--- src/rtl/xpx_pkg.sv ---
package xpx_pkg;
   localparam int PTR_W = 8;

   localparam logic [PTR_W-1:0] RA_DIR  = 8'h00;
   localparam logic [PTR_W-1:0] RA_CFG0 = 8'h0A;
   localparam logic [PTR_W-1:0] RA_CFG1 = 8'h0B;
   localparam logic [PTR_W-1:0] RA_PU   = 8'h0C;
   localparam logic [PTR_W-1:0] RA_PORT = 8'h12;
   localparam logic [PTR_W-1:0] RA_LAT  = 8'h14;
   localparam logic [PTR_W-1:0] RA_LAST = 8'h15;

   localparam int CFG_BANK_BIT = 7;
   localparam int CFG_SEQ_BIT  = 5;

   typedef enum logic [2:0] {
      ST_IDLE,
      ST_ADDR,
      ST_ACK_ADDR,
      ST_WDATA,
      ST_ACK_WR,
      ST_TX,
      ST_MACK
   } eng_state_t;
endpackage

--- src/rtl/xpx_bus_sync.sv ---
module xpx_bus_sync #(
   parameter int STAGES = 2
) (
   input  logic clk,
   input  logic rst_n,
   input  logic scl_i,
   input  logic sda_i,
   output logic sda_s,
   output logic scl_rise,
   output logic scl_fall,
   output logic start_det,
   output logic stop_det
);
   logic [STAGES-1:0] scl_chain;
   logic [STAGES-1:0] sda_chain;
   logic              scl_p, sda_p;
   logic              scl_s;

   genvar g;
   generate
      for (g = 0; g < STAGES; g++) begin : g_stage
         if (g == 0) begin : g_first
            always_ff @(posedge clk) begin
               if (!rst_n) begin
                  scl_chain[0] <= 1'b1;
                  sda_chain[0] <= 1'b1;
               end else begin
                  scl_chain[0] <= scl_i;
                  sda_chain[0] <= sda_i;
               end
            end
         end else begin : g_next
            always_ff @(posedge clk) begin
               if (!rst_n) begin
                  scl_chain[g] <= 1'b1;
                  sda_chain[g] <= 1'b1;
               end else begin
                  scl_chain[g] <= scl_chain[g-1];
                  sda_chain[g] <= sda_chain[g-1];
               end
            end
         end
      end
   endgenerate

   assign scl_s = scl_chain[STAGES-1];
   assign sda_s = sda_chain[STAGES-1];

   always_ff @(posedge clk) begin
      if (!rst_n) begin
         scl_p <= 1'b1;
         sda_p <= 1'b1;
      end else begin
         scl_p <= scl_s;
         sda_p <= sda_s;
      end
   end

   assign scl_rise  =  scl_s & ~scl_p;
   assign scl_fall  = ~scl_s &  scl_p;
   assign start_det =  scl_s &  scl_p &  sda_p & ~sda_s;
   assign stop_det  =  scl_s &  scl_p & ~sda_p &  sda_s;
endmodule

--- src/rtl/xpx_byte_engine.sv ---
module xpx_byte_engine
   import xpx_pkg::*;
#(
   parameter int          STRAP_W = 3,
   parameter int          HI_W    = 4,
   parameter logic [HI_W-1:0] DEV_HI = 4'b0100
) (
   input  logic               clk,
   input  logic               rst_n,
   input  logic               sda_s,
   input  logic               scl_rise,
   input  logic               scl_fall,
   input  logic               start_det,
   input  logic               stop_det,
   input  logic [STRAP_W-1:0] strap,
   input  logic [7:0]         rd_data,
   output logic               ptr_load,
   output logic               wr_en,
   output logic               rd_adv,
   output logic [7:0]         wr_data,
   output logic               sda_drive_low
);
   eng_state_t  state;
   logic [7:0]  sh;
   logic [7:0]  tx;
   logic [2:0]  bitcnt;
   logic        byte_done;
   logic        first;
   logic        rw;
   logic        nack;
   logic        addr_hit;

   assign addr_hit = (sh[7:1] == {DEV_HI, strap});

   always_ff @(posedge clk) begin
      if (!rst_n) begin
         state         <= ST_IDLE;
         sh            <= '0;
         tx            <= '0;
         bitcnt        <= '0;
         byte_done     <= 1'b0;
         first         <= 1'b0;
         rw            <= 1'b0;
         nack          <= 1'b0;
         sda_drive_low <= 1'b0;
         ptr_load      <= 1'b0;
         wr_en         <= 1'b0;
         rd_adv        <= 1'b0;
         wr_data       <= '0;
      end else begin
         ptr_load <= 1'b0;
         wr_en    <= 1'b0;
         rd_adv   <= 1'b0;
         if (stop_det) begin
            state         <= ST_IDLE;
            sda_drive_low <= 1'b0;
            byte_done     <= 1'b0;
         end else if (start_det) begin
            state         <= ST_ADDR;
            sda_drive_low <= 1'b0;
            bitcnt        <= '0;
            byte_done     <= 1'b0;
            first         <= 1'b1;
         end else begin
            unique case (state)
               ST_IDLE: ;
               ST_ADDR, ST_WDATA: begin
                  if (scl_rise) begin
                     sh     <= {sh[6:0], sda_s};
                     bitcnt <= bitcnt + 3'd1;
                     if (bitcnt == 3'd7) byte_done <= 1'b1;
                  end else if (scl_fall && byte_done) begin
                     byte_done <= 1'b0;
                     if (state == ST_ADDR) begin
                        if (addr_hit) begin
                           sda_drive_low <= 1'b1;
                           rw            <= sh[0];
                           state         <= ST_ACK_ADDR;
                        end else begin
                           state <= ST_IDLE;
                        end
                     end else begin
                        sda_drive_low <= 1'b1;
                        state         <= ST_ACK_WR;
                        wr_data       <= sh;
                        ptr_load      <= first;
                        wr_en         <= ~first;
                        first         <= 1'b0;
                     end
                  end
               end
               ST_ACK_ADDR: begin
                  if (scl_fall) begin
                     bitcnt <= '0;
                     if (!rw) begin
                        sda_drive_low <= 1'b0;
                        state         <= ST_WDATA;
                     end else begin
                        tx            <= rd_data;
                        sda_drive_low <= ~rd_data[7];
                        state         <= ST_TX;
                     end
                  end
               end
               ST_ACK_WR: begin
                  if (scl_fall) begin
                     sda_drive_low <= 1'b0;
                     bitcnt        <= '0;
                     state         <= ST_WDATA;
                  end
               end
               ST_TX: begin
                  if (scl_fall) begin
                     bitcnt <= bitcnt + 3'd1;
                     if (bitcnt == 3'd7) begin
                        sda_drive_low <= 1'b0;
                        state         <= ST_MACK;
                     end else begin
                        sda_drive_low <= ~tx[6];
                        tx            <= {tx[6:0], 1'b0};
                     end
                  end
               end
               ST_MACK: begin
                  if (scl_rise) begin
                     nack   <= sda_s;
                     rd_adv <= ~sda_s;
                  end else if (scl_fall) begin
                     if (nack) begin
                        state <= ST_IDLE;
                     end else begin
                        tx            <= rd_data;
                        sda_drive_low <= ~rd_data[7];
                        bitcnt        <= '0;
                        state         <= ST_TX;
                     end
                  end
               end
               default: state <= ST_IDLE;
            endcase
         end
      end
   end
endmodule

--- src/rtl/xpx_regfile.sv ---
module xpx_regfile
   import xpx_pkg::*;
#(
   parameter int PORT_W    = 8,
   parameter int NUM_PORTS = 2
) (
   input  logic                              clk,
   input  logic                              rst_n,
   input  logic                              ptr_load,
   input  logic                              wr_en,
   input  logic                              rd_adv,
   input  logic [7:0]                        wr_data,
   input  logic [NUM_PORTS*PORT_W-1:0]       pin_in,
   output logic [7:0]                        rd_data,
   output logic [NUM_PORTS*PORT_W-1:0]       dir_o,
   output logic [NUM_PORTS*PORT_W-1:0]       pu_o,
   output logic [NUM_PORTS*PORT_W-1:0]       lat_o,
   output logic [PTR_W-1:0]                  ptr_o,
   output logic                              step_o,
   output logic                              seq_hold_o
);
   localparam int VEC_W = NUM_PORTS * PORT_W;

   logic [PTR_W-1:0] ptr;
   logic [VEC_W-1:0] pin_q;
   logic             cfg_bank;
   logic             cfg_seq;
   logic             step;
   logic             cfg_hit;

   assign step    = wr_en | rd_adv;
   assign cfg_hit = (ptr == RA_CFG0) || (ptr == RA_CFG1);

   always_ff @(posedge clk) begin
      if (!rst_n) begin
         ptr      <= '0;
         pin_q    <= '0;
         cfg_bank <= 1'b0;
         cfg_seq  <= 1'b0;
      end else begin
         pin_q <= pin_in;
         if (wr_en && cfg_hit) begin
            cfg_bank <= wr_data[CFG_BANK_BIT];
            cfg_seq  <= wr_data[CFG_SEQ_BIT];
         end
         if (ptr_load) begin
            ptr <= wr_data;
         end else if (step && !cfg_seq) begin
            ptr <= (ptr == RA_LAST) ? '0 : ptr + 1'b1;
         end
      end
   end

   genvar p;
   generate
      for (p = 0; p < NUM_PORTS; p++) begin : g_port
         logic hit_dir, hit_pu, hit_lat;
         assign hit_dir = (ptr == RA_DIR  + PTR_W'(p));
         assign hit_pu  = (ptr == RA_PU   + PTR_W'(p));
         assign hit_lat = (ptr == RA_PORT + PTR_W'(p)) ||
                          (ptr == RA_LAT  + PTR_W'(p));
         always_ff @(posedge clk) begin
            if (!rst_n) begin
               dir_o[p*PORT_W +: PORT_W] <= '1;
               pu_o [p*PORT_W +: PORT_W] <= '0;
               lat_o[p*PORT_W +: PORT_W] <= '0;
            end else if (wr_en) begin
               if (hit_dir) dir_o[p*PORT_W +: PORT_W] <= wr_data;
               if (hit_pu)  pu_o [p*PORT_W +: PORT_W] <= wr_data;
               if (hit_lat) lat_o[p*PORT_W +: PORT_W] <= wr_data;
            end
         end
      end
   endgenerate

   always_comb begin
      rd_data = '0;
      if (cfg_hit) begin
         rd_data[CFG_BANK_BIT] = cfg_bank;
         rd_data[CFG_SEQ_BIT]  = cfg_seq;
      end
      for (int i = 0; i < NUM_PORTS; i++) begin
         if (ptr == RA_DIR  + PTR_W'(i)) rd_data = dir_o[i*PORT_W +: PORT_W];
         if (ptr == RA_PU   + PTR_W'(i)) rd_data = pu_o [i*PORT_W +: PORT_W];
         if (ptr == RA_PORT + PTR_W'(i)) rd_data = pin_q[i*PORT_W +: PORT_W];
         if (ptr == RA_LAT  + PTR_W'(i)) rd_data = lat_o[i*PORT_W +: PORT_W];
      end
   end

   assign ptr_o      = ptr;
   assign step_o     = step;
   assign seq_hold_o = cfg_seq;
endmodule

--- src/rtl/i2c_gpio_expander.sv ---
module i2c_gpio_expander
   import xpx_pkg::*;
#(
   parameter int SYNC_STAGES = 2,
   parameter int PORT_W      = 8,
   parameter int NUM_PORTS   = 2,
   parameter int STRAP_W     = 3
) (
   input  logic                          clk,
   input  logic                          rst_n,
   input  logic                          scl_i,
   input  logic                          sda_i,
   output logic                          sda_drive_low_o,
   input  logic [STRAP_W-1:0]            strap_i,
   input  logic [NUM_PORTS*PORT_W-1:0]   pin_in_i,
   output logic [NUM_PORTS*PORT_W-1:0]   pin_oe_o,
   output logic [NUM_PORTS*PORT_W-1:0]   pin_out_o,
   output logic [NUM_PORTS*PORT_W-1:0]   pin_pullup_o
);
   localparam int VEC_W = NUM_PORTS * PORT_W;

   generate
      if (SYNC_STAGES < 2) begin : g_bad_sync
         $error("SYNC_STAGES must be at least 2");
      end
      if (PORT_W != 8) begin : g_bad_width
         $error("PORT_W must be 8 to match the byte-wide map");
      end
      if (NUM_PORTS != 2) begin : g_bad_ports
         $error("NUM_PORTS must be 2 for this register map");
      end
      if (STRAP_W != 3) begin : g_bad_strap
         $error("STRAP_W must be 3 for a 7-bit address");
      end
   endgenerate

   logic             sda_s_w, scl_rise_w, scl_fall_w, start_w, stop_w;
   logic             ptr_load_w, wr_en_w, rd_adv_w;
   logic [7:0]       wr_data_w, rd_data_w;
   logic [VEC_W-1:0] dir_w;
   logic [PTR_W-1:0] ptr_w;
   logic             step_w, seq_w;

   xpx_bus_sync #(.STAGES(SYNC_STAGES)) u_sync (
      .clk       (clk),
      .rst_n     (rst_n),
      .scl_i     (scl_i),
      .sda_i     (sda_i),
      .sda_s     (sda_s_w),
      .scl_rise  (scl_rise_w),
      .scl_fall  (scl_fall_w),
      .start_det (start_w),
      .stop_det  (stop_w)
   );

   xpx_byte_engine #(.STRAP_W(STRAP_W)) u_eng (
      .clk           (clk),
      .rst_n         (rst_n),
      .sda_s         (sda_s_w),
      .scl_rise      (scl_rise_w),
      .scl_fall      (scl_fall_w),
      .start_det     (start_w),
      .stop_det      (stop_w),
      .strap         (strap_i),
      .rd_data       (rd_data_w),
      .ptr_load      (ptr_load_w),
      .wr_en         (wr_en_w),
      .rd_adv        (rd_adv_w),
      .wr_data       (wr_data_w),
      .sda_drive_low (sda_drive_low_o)
   );

   xpx_regfile #(.PORT_W(PORT_W), .NUM_PORTS(NUM_PORTS)) u_regs (
      .clk        (clk),
      .rst_n      (rst_n),
      .ptr_load   (ptr_load_w),
      .wr_en      (wr_en_w),
      .rd_adv     (rd_adv_w),
      .wr_data    (wr_data_w),
      .pin_in     (pin_in_i),
      .rd_data    (rd_data_w),
      .dir_o      (dir_w),
      .pu_o       (pin_pullup_o),
      .lat_o      (pin_out_o),
      .ptr_o      (ptr_w),
      .step_o     (step_w),
      .seq_hold_o (seq_w)
   );

   assign pin_oe_o = ~dir_w;
endmodule

--- config.mk ---
export PLATFORM = sky130hd
export DESIGN_NAME = i2c_gpio_expander
export DESIGN_NICKNAME = d
export VERILOG_FILES = /design/src/rtl/xpx_pkg.sv /design/src/rtl/xpx_bus_sync.sv /design/src/rtl/xpx_byte_engine.sv /design/src/rtl/xpx_regfile.sv /design/src/rtl/i2c_gpio_expander.sv
export SDC_FILE = /design/constraint.sdc
export NUM_CORES = 1
export LEC_CHECK = 0
export ABC_AREA = 1
export BUFFER_PORTS_ARGS = -buffer_cell sky130_fd_sc_hd__buf_4
export CAP_MARGIN = 20
export CELL_PAD_IN_SITES_DETAIL_PLACEMENT = 1
export CELL_PAD_IN_SITES_GLOBAL_PLACEMENT = 2
export CORE_ASPECT_RATIO = 0.5
export CORE_MARGIN = 5
export CORE_UTILIZATION = 35
export CTS_CLUSTER_DIAMETER = 100
export DETAILED_ROUTE_END_ITERATION = 16
export PLACE_DENSITY = 0.84
export REMOVE_ABC_BUFFERS = 1
export SYNTH_ARGS = -nofsm -noshare
export SYNTH_HDL_FRONTEND = slang
export SYNTH_HIERARCHICAL = 1
export SYNTH_SLANG_ARGS = --single-unit
--- constraint.sdc ---
create_clock -name clk -period 2.7 [get_ports clk]
set_input_delay 0.27 -clock clk [delete_from_list [all_inputs] [get_ports clk]]
set_output_delay 0.27 -clock clk [all_outputs]
set_load 0.01 [all_outputs]
==> impl_metrics.ini <==
[sta]
min_period_over_period_pct = 84.3
grt_setup_unrepaired = no
finClkSkew_ns = 0.00933
layout_setup_ws_ns = 0.424
setup_violations = 0
max_slew_margin_pct = 59.5
slew_violations = 0
tightestPinTransition_ns = 0.607
period_minus_slack_ns = 2.28
finalHoldViolations = 0
fmax_mhz = 439
finalSetupTns_ns = 0

[power_and_ir_drop]
p_switching_w = 0.00139
p_comb_share_pct = 12.7
seq_power_share_pct = 38.7
ir_worst_vdd_v = 0.000438
p_per_area_nw_per_um2 = 688
p_leak_nw = 3.64
p_int_w = 0.00352
p_clk_share_pct = 48.6
switching_share_pct = 28.2

[cts]
insertion_delay_ns = 0.42
ctsHoldBuffers = 0
cts_tree = done
cts_made_buffers = 17
cts_sinks = 117
cts_buffer_depth = 2
clk_pin_slew_ns = 0.06
post-cts-setup-buffer-count = 0
ctsResizeCount = 0
htree_levels = 4
clockRootBuffer = clkbuf_16

[setup_path]
slowest_stage = nor2_1
setup.worst_path.start = u_regs/ptr_o[0]$_SDFFE_PN0P_
reg2reg_from = u_regs/ptr_o[0]$_SDFFE_PN0P_
worstReg2RegEnd = u_eng/tx[0]$_SDFFE_PN0P_
crit_top_cell = nand2_1
cp.arrival_ns = 2.58
r2r_cells = 15
crit_path_start_kind = flip-flop
critPathMaxFanout = 8
crit_end = u_eng/tx[0]$_SDFFE_PN0P_
crit_type = flip-flop to flip-flop
critPathTopFamily = simple AND/OR/NAND/NOR gates
path_buf_inv = 3
end_kind = flip-flop
max_stage_delay_ns = 0.41
crit_cells = 15
required_ns = 3.01
r2r_slack_ns = 0.42
cp_cell_sequence = inv_1, ha_1, inv_1, nor2_1, nand3b_1, nand2_1, nor2_1, nand2_1, nand2_1, nand2_1, a21oi_1, nand2_1, inv_1, o21ai_0, nor2_1

[synth]
yosysTopAreaCell = dfxtp_1
syn-cell-area_sq_um = 5860
synth_edf_count = 0
ys_seq_area_share_pct = 40.0
synth_top_area_share_pct = 40.0
synthCells = 845
synth-async-reset-ratio_pct = 0
ys_ff_latch = 117
synth_area_per_cell_sq_um = 6.93
ys_warn_count = 6
ys.flop_type = dfxtp_1
yosysUniqueCellTypes = 42
synthTopCellsByArea = dfxtp_1 (40%), nand2_1 (14%), inv_1 (7.6%), nor2_1 (5.6%), a21oi_1 (5.3%)

[placement]
port_buffers = 71
dpl_worst_slack_ns = 0.455
gp_congestion = 0.845
hpwlAfterDp_mm = 13.3

[worst_hold_path]
hold_path.class = input port to flip-flop
whs_path_depth = 3

[flow_run]
max-cap-violations = 0

[final_layout]
drive_gt1_share_pct = 17.6
antenna_cells = 0
final_nets = 942
area_growth_pct = 21.8

[drt]
vias = 5518
viasPerCell = 4.79
wl_mm = 18.5
drc = 0
post_drt_wl_per_cell_um = 16.0
ant_nets = 0
drt_first_iter_violations = 294
first_pass_iters = 4

[die]
die_x_um = 193
io_pins = 72
rows = 33
start_util_pct = 35.7
die_area_sq_um = 19600
die_h_um = 101
core_area_sq_um = 16400

[grt]
grt_pass1_vias = 5553
antenna_found_initial = 0
grt.total_usage_pct = 19.5
grt_max_degree = 101
grt_overflow = 0
grt_pass1_wl_mm = 29.8

[outcome]
status = finished, final reports clean
## cell usage after synthesis (4+ instances only)
cell type	number
nand2_1	213
inv_1	119
dfxtp_1	117
nor2_1	88
a21oi_1	62
o21ai_0	58
nand3_1	36
o211ai_1	18
o21ai_1	12
buf_6	10
nor2_2	10
nor3_1	10
clkbuf_1	8
inv_2	8
nand2_2	8
buf_2	7
ha_1	6
nand2_4	6
nand4_1	6
nor2_4	6
a21oi_2	5
a31oi_1	4
nand3b_1	4
xor2_1	4
## final cells by class
class | count | area, sq um
Clock buffer | 18 | 439
Fill cell | 2084 | 9260
Timing Repair Buffer | 76 | 583
Multi-Input combinational cell | 570 | 2810
Tap cell | 227 | 284
Clock inverter | 14 | 175
Inverter | 131 | 507
Sequential cell | 117 | 2340
## per-layer routing
metal / part of all wire [%] / GRT usage, % / vias up / wire length [um]
li1: - / - / 2821 / -
met1: 50 / 26.7 / 2594 / 9310
met2: 45 / 31.5 / 88 / 8250
met3: 3.9 / 4.24 / 15 / 713
met4: 0.95 / 5.27 / 0 / 176
met5: 0 / 0 / - / 0
## sequential cells by signal (all words and copies together), names as in the netlist, 3 cells and up
signal         cells
u_regs/pin_q      16
u_eng/state        3
u_eng/tx           7
u_regs/ptr_o       8
u_eng/bitcnt       3
u_eng/sh           8
u_regs/pu_o       16
u_regs/lat_o      16
u_eng/wr_data      8
u_regs/dir_o      16
## through the flow
step	cell area [sq um]	hold slack (ns)	util, %	std cells	power, W
after global placement	6520	0.383	39.8	1121	0.00255
final	7140	0.0204	43.5	1153	0.00491
after detailed placement	6520	0.399	39.8	1121	0.00257
after CTS	7140	0.00343	43.5	1153	0.00497
after floorplan	5650	0.339	-	818	0.00237
after global routing	7140	0.0265	43.5	1153	0.00515
## cell usage in the layout (no fill, tap or decap), drive strengths merged
cell / synthesis / final
clkinv: 1 / 5
clkbuf: 9 / 18
a21boi: 1 / 1
nand3b: 4 / 4
clkinvlp: 0 / 3
nand3: 37 / 37
buf: 18 / 76
nand2: 227 / 227
o21ai: 72 / 72
bufinv: 0 / 3
xor2: 4 / 4
o22ai: 1 / 1
or2: 1 / 1
dfxtp: 117 / 117
a31oi: 4 / 4
o211ai: 18 / 18
a22o: 1 / 1
nor3: 11 / 11
a21o: 1 / 1
ha: 6 / 6
nand4: 7 / 7
nor2: 105 / 105
a211oi: 1 / 1
a21oi: 67 / 67
o32ai: 1 / 1
inv: 130 / 134
o21bai: 1 / 1
## power by group through the flow
stage | logic, W | clock network (W) | registers (W)
5_1_grt | 0.000727 | 0.00252 | 0.00191
3_5_place_dp | 0.000632 | 0 | 0.00194
4_1_cts | 0.000637 | 0.00243 | 0.00190
3_3_place_gp | 0.000618 | 0 | 0.00194
2_1_floorplan | 0.000458 | 0 | 0.00191
6_report | 0.000625 | 0.00238 | 0.00190
## how the worst min path moves through the flow
stage | start | endpoint | slack (ns)
6_report | sda_i | u_sync/sda_chain[0]$_SDFF_PN1_ | 0.02
5_1_grt | sda_i | u_sync/sda_chain[0]$_SDFF_PN1_ | 0.03
4_1_cts | sda_i | u_sync/sda_chain[0]$_SDFF_PN1_ | 0.003
3_5_place_dp | u_sync/sda_chain[0]$_SDFF_PN1_ | u_sync/sda_s$_SDFF_PN1_ | 0.40
3_3_place_gp | u_sync/sda_chain[0]$_SDFF_PN1_ | u_sync/sda_s$_SDFF_PN1_ | 0.38
2_1_floorplan | rst_n | u_sync/scl_chain[0]$_SDFF_PN1_ | 0.34
## tightest hold or removal path, delay by kind of cell
family        cells  cell delay [ns]
simple gates      1             0.04
buf+inv           2             0.11
## logic make-up (layout without fill, tap and decap cells)
group / Yosys count / after routing / synth area share [%]
buffers and inverters: 158 / 239 / 12.1
and+or+nand+nor: 392 / 392 / 29.8
AOI/OAI and AO/OA: 168 / 168 / 16.2
DFF: 117 / 117 / 40.0
xor gates and xnor gates: 4 / 4 / 0.598
adders and majority gates: 6 / 6 / 1.28
Power figures use the tool's default switching activity.
